## src/rtl/mbx_pkg.sv

```systemverilog
package mbx_pkg;
   localparam int MBX_W = 32;
   localparam int PTR_W = 8;
   localparam int CTL_W = 6;

   localparam logic [1:0] A_PUSH = 2'd0;
   localparam logic [1:0] A_OWN  = 2'd1;
   localparam logic [1:0] A_PEER = 2'd2;
   localparam logic [1:0] A_POP  = 2'd3;

   localparam int B_IE   = 0;
   localparam int B_IS   = 1;
   localparam int B_BELL = 2;
   localparam int B_RDY  = 3;
   localparam int B_RST  = 4;
   localparam int B_OVF  = 5;

   function automatic logic [MBX_W-1:0] pack_status(input logic [PTR_W-1:0] depth,
                                                    input logic [PTR_W-1:0] wp,
                                                    input logic [PTR_W-1:0] rp,
                                                    input logic [CTL_W-1:0] ctl);
      return {depth, wp, rp, 2'b00, ctl};
   endfunction
endpackage

```

## src/rtl/mbx_ring.sv

```systemverilog
module mbx_ring
   import mbx_pkg::*;
#(
   parameter int DEPTH  = 8,
   parameter int DATA_W = 32
) (
   input  logic              clk,
   input  logic              rst_n,
   input  logic              clr,
   input  logic              push,
   input  logic [DATA_W-1:0] push_data,
   input  logic              pop,
   output logic [DATA_W-1:0] head,
   output logic [PTR_W-1:0]  wptr,
   output logic [PTR_W-1:0]  rptr,
   output logic              drop
);
   localparam int IDX_W = (DEPTH > 1) ? $clog2(DEPTH) : 1;

   generate
      if (DEPTH < 1 || DEPTH > 128 || (DEPTH & (DEPTH - 1)) != 0) begin : g_bad_depth
         $error("mbx_ring: DEPTH must be a power of two from 1 to 128");
      end
   endgenerate

   logic [PTR_W-1:0]  wptr_q, rptr_q, fill;
   logic              full, empty, push_ok, pop_ok;
   logic [IDX_W-1:0]  widx, ridx;
   logic [DATA_W-1:0] words [DEPTH];

   assign fill    = wptr_q - rptr_q;
   assign full    = (fill == PTR_W'(DEPTH));
   assign empty   = (fill == '0);
   assign push_ok = push & ~full & ~clr;
   assign pop_ok  = pop & ~empty & ~clr;
   assign drop    = push & full & ~clr;

   generate
      if (DEPTH == 1) begin : g_idx_one
         assign widx = '0;
         assign ridx = '0;
      end else begin : g_idx_many
         assign widx = wptr_q[IDX_W-1:0];
         assign ridx = rptr_q[IDX_W-1:0];
      end
   endgenerate

   generate
      for (genvar i = 0; i < DEPTH; i++) begin : g_word
         logic [DATA_W-1:0] word_q;
         always_ff @(posedge clk or negedge rst_n) begin
            if (!rst_n)
               word_q <= '0;
            else if (push_ok && widx == IDX_W'(i))
               word_q <= push_data;
         end
         assign words[i] = word_q;
      end
   endgenerate

   always_ff @(posedge clk or negedge rst_n) begin
      if (!rst_n) begin
         wptr_q <= '0;
         rptr_q <= '0;
      end else if (clr) begin
         wptr_q <= '0;
         rptr_q <= '0;
      end else begin
         if (push_ok) wptr_q <= wptr_q + 1'b1;
         if (pop_ok)  rptr_q <= rptr_q + 1'b1;
      end
   end

   assign head = empty ? '0 : words[ridx];
   assign wptr = wptr_q;
   assign rptr = rptr_q;


   occ_bound_chk: assert property (@(posedge clk) disable iff (!rst_n)
      fill <= PTR_W'(DEPTH));

   drop_hold_chk: assert property (@(posedge clk) disable iff (!rst_n)
      drop |=> $stable(wptr_q));

   empty_pop_chk: assert property (@(posedge clk) disable iff (!rst_n)
      (pop && empty && !clr) |=> $stable(rptr_q));

   clr_zero_chk: assert property (@(posedge clk) disable iff (!rst_n)
      clr |=> (wptr_q == '0 && rptr_q == '0));
endmodule

```

## src/rtl/mbx_csr.sv

```systemverilog
module mbx_csr
   import mbx_pkg::*;
#(
   parameter bit HAS_RESET = 1'b0
) (
   input  logic             clk,
   input  logic             rst_n,
   input  logic             wr,
   input  logic [CTL_W-1:0] wdata,
   input  logic             clr,
   input  logic             peer_evt,
   input  logic             ovf_evt,
   output logic [CTL_W-1:0] ctl,
   output logic             bell_evt,
   output logic             rdy_chg,
   output logic             rst_nx,
   output logic             irq
);
   logic ie_q, is_q, bell_q, rdy_q, ovf_q, rst_q;
   logic clr_eff, rdy_d;

   generate
      if (HAS_RESET) begin : g_rst
         always_ff @(posedge clk or negedge rst_n) begin
            if (!rst_n) rst_q <= 1'b0;
            else        rst_q <= rst_nx;
         end
         assign rst_nx = wr ? wdata[B_RST] : rst_q;
      end else begin : g_no_rst
         logic unused_rst_bit;
         assign unused_rst_bit = wdata[B_RST];
         assign rst_q  = 1'b0;
         assign rst_nx = 1'b0;
      end
   endgenerate

   assign clr_eff  = clr | rst_nx;
   assign rdy_d    = clr_eff ? 1'b0 : (wr ? wdata[B_RDY] : rdy_q);
   assign rdy_chg  = (rdy_d != rdy_q);
   assign bell_evt = wr & wdata[B_BELL];

   always_ff @(posedge clk or negedge rst_n) begin
      if (!rst_n) begin
         ie_q   <= 1'b0;
         is_q   <= 1'b0;
         bell_q <= 1'b0;
         rdy_q  <= 1'b0;
         ovf_q  <= 1'b0;
      end else begin
         if (wr) ie_q <= wdata[B_IE];
         if (peer_evt)                is_q <= 1'b1;
         else if (wr && wdata[B_IS])  is_q <= 1'b0;
         bell_q <= bell_evt;
         rdy_q  <= rdy_d;
         if (clr_eff)                 ovf_q <= 1'b0;
         else if (ovf_evt)            ovf_q <= 1'b1;
         else if (wr && wdata[B_OVF]) ovf_q <= 1'b0;
      end
   end

   assign ctl = {ovf_q, rst_q, rdy_q, bell_q, is_q, ie_q};
   assign irq = ie_q & is_q;


   is_sticky_chk: assert property (@(posedge clk) disable iff (!rst_n)
      (is_q && !(wr && wdata[B_IS])) |=> is_q);

   set_wins_chk: assert property (@(posedge clk) disable iff (!rst_n)
      peer_evt |=> is_q);

   rdy_clr_chk: assert property (@(posedge clk) disable iff (!rst_n)
      clr_eff |=> !rdy_q);

   ovf_sticky_chk: assert property (@(posedge clk) disable iff (!rst_n)
      (ovf_q && !clr_eff && !(wr && wdata[B_OVF])) |=> ovf_q);
endmodule

```

## src/rtl/mbx_mailbox.sv

```systemverilog
module mbx_mailbox
   import mbx_pkg::*;
#(
   parameter int H2F_DEPTH = 8,
   parameter int F2H_DEPTH = 4
) (
   input  logic             clk,
   input  logic             rst_n,
   input  logic             h_rd,
   input  logic             h_wr,
   input  logic [1:0]       h_addr,
   input  logic [MBX_W-1:0] h_wdata,
   output logic [MBX_W-1:0] h_rdata,
   output logic             h_irq,
   input  logic             f_rd,
   input  logic             f_wr,
   input  logic [1:0]       f_addr,
   input  logic [MBX_W-1:0] f_wdata,
   output logic [MBX_W-1:0] f_rdata,
   output logic             f_irq
);
   localparam logic [PTR_W-1:0] H2F_D = PTR_W'(H2F_DEPTH);
   localparam logic [PTR_W-1:0] F2H_D = PTR_W'(F2H_DEPTH);

   logic [MBX_W-1:0] h2f_head, f2h_head;
   logic [PTR_W-1:0] h2f_wp, h2f_rp, f2h_wp, f2h_rp;
   logic             h2f_drop, f2h_drop;
   logic [CTL_W-1:0] h_ctl, f_ctl;
   logic             h_bell, h_rchg, h_rst_nx, f_bell, f_rchg, f_rst_nx;
   logic             h_csr_wr, f_csr_wr;
   logic [MBX_W-1:0] h_own, f_own;

   assign h_csr_wr = h_wr && h_addr == A_OWN;
   assign f_csr_wr = f_wr && f_addr == A_OWN;

   mbx_ring #(.DEPTH(H2F_DEPTH), .DATA_W(MBX_W)) u_h2f (
      .clk(clk), .rst_n(rst_n), .clr(h_rst_nx),
      .push(h_wr && h_addr == A_PUSH), .push_data(h_wdata),
      .pop(f_rd && f_addr == A_POP), .head(h2f_head),
      .wptr(h2f_wp), .rptr(h2f_rp), .drop(h2f_drop));

   mbx_ring #(.DEPTH(F2H_DEPTH), .DATA_W(MBX_W)) u_f2h (
      .clk(clk), .rst_n(rst_n), .clr(h_rst_nx),
      .push(f_wr && f_addr == A_PUSH), .push_data(f_wdata),
      .pop(h_rd && h_addr == A_POP), .head(f2h_head),
      .wptr(f2h_wp), .rptr(f2h_rp), .drop(f2h_drop));

   mbx_csr #(.HAS_RESET(1'b1)) u_hcsr (
      .clk(clk), .rst_n(rst_n), .wr(h_csr_wr), .wdata(h_wdata[CTL_W-1:0]),
      .clr(1'b0), .peer_evt(f_bell | f_rchg), .ovf_evt(h2f_drop),
      .ctl(h_ctl), .bell_evt(h_bell), .rdy_chg(h_rchg), .rst_nx(h_rst_nx),
      .irq(h_irq));

   mbx_csr #(.HAS_RESET(1'b0)) u_fcsr (
      .clk(clk), .rst_n(rst_n), .wr(f_csr_wr), .wdata(f_wdata[CTL_W-1:0]),
      .clr(h_rst_nx), .peer_evt(h_bell | h_rchg), .ovf_evt(f2h_drop),
      .ctl(f_ctl), .bell_evt(f_bell), .rdy_chg(f_rchg), .rst_nx(f_rst_nx),
      .irq(f_irq));

   logic unused_f_rst_nx;
   assign unused_f_rst_nx = f_rst_nx;

   assign h_own = pack_status(H2F_D, h2f_wp, h2f_rp, h_ctl);
   assign f_own = pack_status(F2H_D, f2h_wp, f2h_rp, f_ctl);

   always_comb begin
      unique case (h_addr)
         A_OWN:   h_rdata = h_own;
         A_PEER:  h_rdata = f_own;
         A_POP:   h_rdata = f2h_head;
         default: h_rdata = '0;
      endcase
      unique case (f_addr)
         A_OWN:   f_rdata = f_own;
         A_PEER:  f_rdata = h_own;
         A_POP:   f_rdata = h2f_head;
         default: f_rdata = '0;
      endcase
   end


   bell_cross_chk: assert property (@(posedge clk) disable iff (!rst_n)
      (h_csr_wr && h_wdata[B_BELL]) |=> f_ctl[B_IS]);

   bell_back_chk: assert property (@(posedge clk) disable iff (!rst_n)
      (f_csr_wr && f_wdata[B_BELL]) |=> h_ctl[B_IS]);
endmodule

```

## config.mk

```make
export PLATFORM = sky130hd
export DESIGN_NAME = mbx_mailbox
export DESIGN_NICKNAME = d
export VERILOG_FILES = /design/src/rtl/mbx_pkg.sv /design/src/rtl/mbx_ring.sv /design/src/rtl/mbx_csr.sv /design/src/rtl/mbx_mailbox.sv
export SDC_FILE = /design/constraint.sdc
export NUM_CORES = 1
export LEC_CHECK = 0
export BUFFER_PORTS_ARGS = -buffer_cell sky130_fd_sc_hd__buf_2
export CAP_MARGIN = 20
export CORE_AREA = 2 2 254 256
export CTS_BUF_LIST = sky130_fd_sc_hd__clkbuf_4
export CTS_CLUSTER_DIAMETER = 80
export DETAILED_ROUTE_END_ITERATION = 16
export DIE_AREA = 0 0 256 258
export SKIP_CTS_REPAIR_TIMING = 1
export SLEW_MARGIN = 20
export SYNTH_ARGS = -nofsm -noshare
export SYNTH_HDL_FRONTEND = slang
export SYNTH_SLANG_ARGS = --single-unit
```

## constraint.sdc

```tcl
create_clock -name clk -period 7.92 [get_ports clk]
set_input_delay 1.584 -clock clk [delete_from_list [all_inputs] [get_ports clk]]
set_output_delay 1.584 -clock clk [all_outputs]
set_load 0.1 [all_outputs]
```

==> run summary, run 1 <==
Root buffer cell: clkbuf_4
Sequential fraction of the synthesis area: 0.4867
Reg area: 10690 µm²
Commonest non-fill, non-tap cell in the layout: dfrtp_1
Status: finished, final reports clean
Routed wire per std cell: 22.22 µm
Final Hold Viols: 0
Met1 Usage GRT: 0.2431
Max Slew Vio Count: 0
#FFs+latches synth: 427
Reg power frac: 0.414
Post-synthesis compound-gate area fraction: 0.05197
Grt met2 use: 0.2787
HP Class: reg2reg
Post-synthesis xor/xnor area fraction: 0.004388
Via count: 14170
Die Y: 258 µm
Sw frac: 0.3499
Overall Power: 6.759 mW
Max-cap violations: 0
CTS Buf Count: 110
Synth cell types: 61
Antenna violations before repair: 12
Number of synthesized flops with an enable pin: 0
Max FO, Critical Path: 35
H-tree depth: 3
Row Count: 93
Avg Inst Size Synth: 14.16 µm²
Antenna Nets Post-Route: 0
Hold Crit Endpoint: u_f2h.g_word[2].word_q[12]
Final worst path period share: 0.7860
Global route overflow: 0
RSZ-0062 raised after global routing: no
Syn Nets: 1650
Fillcell total: 6042
Post-DP HPWL: 36480 µm
Layout Cell Area excl Fill: 24890 µm²
Pint: 4.394 mW
Maximum clock insertion buffer count: 3
Initial DRC Count: 1004
DRT Wirelength: 59320 µm
Comb pwr share: 0.306
Nets: 1833
Slew headroom: 0.2550
# IOs: 140
R2r setup slk: 3.70 ns
Worst skew pair latency: 0.89 ns
Fmax: 160.6 MHz
All-Layer GR Usage: 0.1813
CP Class: reg2out
Synth warn: 0
1st-pass router iterations: 5
Worst Skew: 0.09112 ns
Die X: 256 µm
Synth Area in Adders: 0.01482
Reg-to-Reg End: u_h2f.g_word[6].word_q[28]
Largest net degree at the start of global routing: 190
GR Util met3: 0.05045
Post-route DRC violation count: 0
Gr busiest metal: met2
Worst Path Required: 6.34 ns
Area of the multi-input gates: 10610 µm²
CTS Sinks: 427
Hold Path Stages: 1
Clock group share of total power: 0.281
Crit end category: output pin
Worst-Margin Slew: 1.113 ns
Post-synthesis mux area share: 0.3448
Leak Pwr: 11.44 nW
Post-synth ARST share: 1.000
Core area: 63650 µm²
NetSw: 2.365 mW
Largest family of logic cells by synthesized area: multiplexers
Mapped Area: 21950 µm²
GPL Wtd Cong: 0.8501
First-pass GRT wire length: 92600 µm
Vias in the first global route: 15230
R2r startpoint: u_h2f.rptr[0]
Gate Count Post-Synth: 1550
CTS tree: done
Max rail drop VDD: 0.1863 mV
Post-Synth Simple-Gate Area: 0.06599
Initial core utilization: 0.3449
Layout area overhead: 13.37%
Hold_ws: 0.4963 ns
Clock slew at reported path FFs: 0.06 ns
Pwr dens: 271.5 nW/µm²
Setup TNS: 0 ns
Die ar.: 66050 µm²
Ratio of cells with drive above 1 in the final layout: 0.4655
R2r worst-path depth: 9
Main synth FF type: dfrtp_1
Critical path arrival: 4.64 ns
DP Area: 23450 µm²
Via density per instance: 5.307
Port Buffer Count: 139
Post-Route Utilization: 0.3910
CP startpoint kind: flop
Min-delay src: u_f2h.g_word[2].word_q[12]
Most frequent cells in the layout: dfrtp_1 (424), mux2_4 (240), clkbuf_4 (156)
Final Critical Period: 6.225 ns
Final setup fails: 0
through the flow:
step                      cells  setup WS (ns)
after floorplan            1550          1.174
after global placement     2473          2.442
after detailed placement   2474          2.332
after CTS                  2664          1.574
after global routing       2669          1.359
final                      2670          1.695
metal layers:
layer  vias up  part of all wire
li1       6172                 -
met1      7443              0.44
met2       420              0.46
met3       122             0.066
met4        14             0.032
met5         -            0.0014
power groups by stage:
| stage | combinational [mW] | clock, mW | sequential [mW] |
|---|---|---|---|
| finish | 2.06 | 1.90 | 2.80 |
| global route | 2.20 | 2.08 | 2.84 |
| CTS | 2.08 | 1.96 | 2.79 |
| detailed placement | 2.07 | 0 | 2.83 |
| global placement | 2.04 | 0 | 2.80 |
| floorplan | 1.61 | 0 | 2.73 |
cells in the mapped netlist (3+ instances only):
cell type / instances / share of area
o31ai_1: 10 / 0.0034
a22oi_1: 15 / 0.0051
nor2_1: 21 / 0.0036
inv_1: 31 / 0.0053
nand2b_1: 13 / 0.0037
mux4_2: 96 / 0.098
xnor2_1: 9 / 0.0036
and3_1: 14 / 0.0040
ha_1: 26 / 0.015
o21a_1: 7 / 0.0024
buf_2: 7 / 0.0016
o221ai_1: 5 / 0.0020
dfrtp_1: 427 / 0.49
or3_1: 5 / 0.0014
a31oi_1: 21 / 0.0060
nand3b_1: 8 / 0.0027
a311oi_1: 4 / 0.0016
mux2_1: 3 / 0.0015
and2_1: 8 / 0.0023
nor4_4: 3 / 0.0029
nor3_4: 3 / 0.0022
nand4_1: 11 / 0.0031
o21ai_0: 24 / 0.0055
nor2b_1: 11 / 0.0031
buf_6: 24 / 0.012
nand2_1: 117 / 0.020
nor2_4: 3 / 0.0015
a21oi_1: 69 / 0.016
mux2i_1: 16 / 0.0073
clkbuf_1: 49 / 0.0084
mux2_4: 240 / 0.16
or4_1: 8 / 0.0027
a31o_2: 6 / 0.0024
a211o_1: 3 / 0.0012
nand3_1: 36 / 0.0082
buf_1: 19 / 0.0032
mux2_2: 143 / 0.073
nor3_1: 5 / 0.0011
cell families after synthesis:
group,count (synthesis)
fa+ha+maj,26
simple gates,274
mux,498
compound gates,182
buf+inv,132
flops,427
xor+xnor,11
how the worst max path moves through the flow:
stage                   from          end
2_1_floorplan  u_h2f.rptr[2]  f_rdata[10]
3_3_place_gp       f_addr[1]  f_rdata[10]
3_5_place_dp       f_addr[1]   f_rdata[8]
4_1_cts        u_h2f.rptr[0]   f_rdata[8]
5_1_grt        u_h2f.rptr[0]   f_rdata[9]
6_report       u_h2f.rptr[0]   f_rdata[8]
flip-flops by register name, summed over array words and instances (netlist names), 8 cells and up:
name                 count
u_h2f.g_word.word_q    256
u_f2h.g_word.word_q    128
u_f2h.rptr               8
u_f2h.wptr               8
u_h2f.rptr               8
u_h2f.wptr               8
final cells by class:
class | count | share of cell area
flip-flops and latches | 427 | 0.4295
inverters | 32 | 0.004826
multi-input cells | 991 | 0.4263
diodes | 4 | 0.0004022
repair buffers | 171 | 0.04092
clock inverters | 34 | 0.007993
well taps | 855 | 0.04298
clock buffers | 156 | 0.04705
critical path, stage by stage (launching register included):
cell and delay (ns):
dfrtp_4 0.92, ha_1 0.29, nand2b_1 0.16, a21oi_1 0.13
or3_2 0.47, a221o_1 0.40, nor3b_2 0.17, buf_4 0.28
nand3b_1 0.14, buf_4 0.32, o21ai_0 0.17, buf_2 0.32
No activity file was read; power rests on OpenSTA's default activity.
==> inputs of run 2 (changes only) <==
clock period = 5.1 ns   (was 7.92 ns; I/O delays follow)
==> run 2 against run 1 <==
Clock skew fell by 0.035 ns. Global-route usage barely moved. Critical path depth fell by 2. Routed wire length rose by 0.29%. Final area rose by 2.8%.
==> run summary, run 2 (same netlist as run 1, synthesis figures left out) <==
Via density per instance: 5.258 (-0.94%)
1st-pass router iterations: 5 (unchanged)
Fillcell total: 5945 (-1.6%)
Status: finished, final reports clean
Max rail drop VDD: 0.2826 mV (+52%)
Fmax: 200.5 MHz
H-tree depth: 3 (unchanged)
R2r startpoint: u_h2f.wptr[5]
Nets: 1851 (+0.98%)
Final worst path period share: 0.9780
Maximum clock insertion buffer count: 3 (unchanged)
NetSw: 3.746 mW (+58%)
Most frequent cells in the layout: dfrtp_1 (421), mux2_4 (240), clkbuf_4 (180)
Top Metal Used: met5
Max-cap violations: 0 (unchanged)
Routed wire per std cell: 22.10 µm (-0.53%)
Critical path arrival: 3.97 ns (-0.67 ns)
Area of the multi-input gates: 10830 µm² (+2.0%)
# IOs: 140 (unchanged)
Root buffer cell: clkbuf_4
HP Class: in2async
Biggest regs: u_h2f.g_word.word_q: 256 flops, u_f2h.g_word.word_q: 128 flops
Leak Pwr: 11.62 nW (+1.6%)
Max Slew Vio Count: 0 (unchanged)
Pwr dens: 420.1 nW/µm² (+55%)
Worst-Margin Slew: 1.140 ns (+0.02781 ns)
Post-Place Setup Slack: 0.7828 ns (-1.549 ns)
CP top delay family: simple AND/OR/NAND/NOR gates
Reg area: 10700 µm² (about the same)
Slowest cell on crit path: or4b_1
Bufs and invs on worst path: 1 (-2)
CP startpoint kind: flop
Post-DP HPWL: 37930 µm (+4.0%)
Metal-1 WL: 25710 µm (-2.2%)
All-Layer GR Usage: 0.1811 (about the same)
Row Count: 93 (unchanged)
DP Cell Count: 2491 (+0.69%)
Final setup fails: 0 (unchanged)
CP Class: reg2out
Initial core utilization: 0.3449 (unchanged)
CTS tree: done
Commonest non-fill, non-tap cell in the layout: dfrtp_1
Crit end category: output pin
Clock slew at reported path FFs: 0.08 ns (+0.02 ns)
Largest net degree at the start of global routing: 115 (-39%)
Die Y: 258 µm (unchanged)
Max incr delay on CP: 0.55 ns (-0.37 ns)
Setup TNS: 0 ns (unchanged)
Global route overflow: 0 (unchanged)
DR WL met3: 3851 µm (-1.6%)
Pint: 7.003 mW (+59%)
First-pass GRT wire length: 93050 µm (+0.48%)
Finished Layout Cells: 2692 (+0.82%)
Core area: 63650 µm² (unchanged)
Reg power frac: 0.401 (-0.013)
Cell Chain, Critical Path: ha_1, nand2b_1, a21oi_1, or4b_1, nand3_1, nor3b_4, nand3b_1, o21ai_1, clkbuf_4
Final Critical Period: 4.988 ns
Vias in the first global route: 15440 (+1.4%)
Final Hold Viols: 0 (unchanged)
Port Buffer Count: 139 (unchanged)
Die ar.: 66050 µm² (unchanged)
CTS Buf Count: 109 (-0.91%)
Antenna Nets Post-Route: 0 (unchanged)
Worst skew pair latency: 0.88 ns (about the same)
Initial DRC Count: 829 (-17%)
Top reg by flops: u_h2f.g_word.word_q
Final worst slack: 0.1122 ns (-1.583 ns)
Die X: 256 µm (unchanged)
RSZ-0062 raised after global routing: yes
Via count: 14150 (-0.12%)
Post-route DRC violation count: 0 (unchanged)
WL met2: 28540 µm (+5.2%)
Slew headroom: 0.2398 (-0.01518)
Max FO, Critical Path: 7 (-80%)
Overall Power: 10.75 mW (+59%)
Number of flip-flops in the largest register: 256 (unchanged)
Worst Skew: 0.05581 ns (-0.03531 ns)
Antenna violations before repair: 14 (+2)
Layout area overhead: 16.55%
Clock group share of total power: 0.273 (-0.008)
Post-Route Utilization: 0.4020 (+0.01097)
GPL Wtd Cong: 0.8898 (+4.7%)
Worst Path Required: 4.08 ns (-2.26 ns)
Ratio of cells with drive above 1 in the final layout: 0.4907 (+0.02524)
Start point of the critical path: u_h2f.wptr[1]
Comb pwr share: 0.326 (+0.020)
DRT Wirelength: 59490 µm (+0.29%)
Sw frac: 0.3485 (-0.001373)
CTS Sinks: 427 (unchanged)
-- run 2: changes by cell type in the layout (fill, tap and decap cells not counted), moves of 6 or more --
| cell | delta |
|---|---|
| buf_6 | +8 |
| a31oi_4 | +6 |
| o21ai_1 | +9 |
| o21ai_0 | -10 |
| clkbuf_4 | +24 |
| buf_4 | +23 |
| buf_12 | +18 |
| a31oi_2 | +11 |
| a31oi_1 | -17 |
| buf_2 | -48 |
-- run 2: power groups by stage --
stage	logic [mW]	clock network (mW)	registers, mW
floorplan	2.54	0	4.24
global placement	3.35	0	4.31
detailed placement	3.40	0	4.35
CTS	3.41	3.05	4.30
global route	3.72	3.23	4.38
finish	3.51	2.93	4.31
-- run 2: metal layers --
metal,vias up,track usage
li1,6236,-
met1,7393,0.2326
met2,407,0.2936
met3,104,0.05163
met4,14,0.06303
met5,-,0
-- run 2: per-stage QoR --
step / hold WS (ns) / instance area, µm²
after CTS: 0.09543 / 25380
after global routing: 0.1503 / 25580
after global placement: 0.4696 / 24000
after detailed placement: 0.4791 / 24000
final: 0.1672 / 25590
after floorplan: 0.4587 / 22130
-- run 2: final cells by class --
cell class                 count  area share
tap                          855     0.04181
timing repair buffer         190     0.05819
clock buffer                 159     0.04665
sequential                   427      0.4180
antenna                        3   0.0002934
clock inverter                35    0.007335
inverter                      32    0.004694
multi-input combinational    991      0.4231
-- run 2: path summary, 6_finish.rpt --
check / to / slack [ns] / cells after the start
min reg2reg: u_f2h.g_word[2].word_q[12] / 0.49 / 1
max reg2reg: u_h2f.g_word[3].word_q[15] / 1.29 / 9
max: f_rdata[11] / 0.11 / 9
min in group clk: u_f2h.g_word[2].word_q[12] / 0.41 / 2
max in group asynchronous: u_h2f.g_word[1].word_q[1] / 3.82 / 2
min: u_f2h.g_word[3].word_q[26] / 0.17 / 1
-- run 2: worst reg2reg max path: stages (launching register included) --
cell and delay (ns):
dfrtp_1 0.46, ha_1 0.44, a21oi_2 0.18, xnor2_1 0.08, or4_1 0.40, a221o_1 0.42, nor3_4 0.70, nor2_4 0.20
buf_4 0.40, mux2_4 0.40
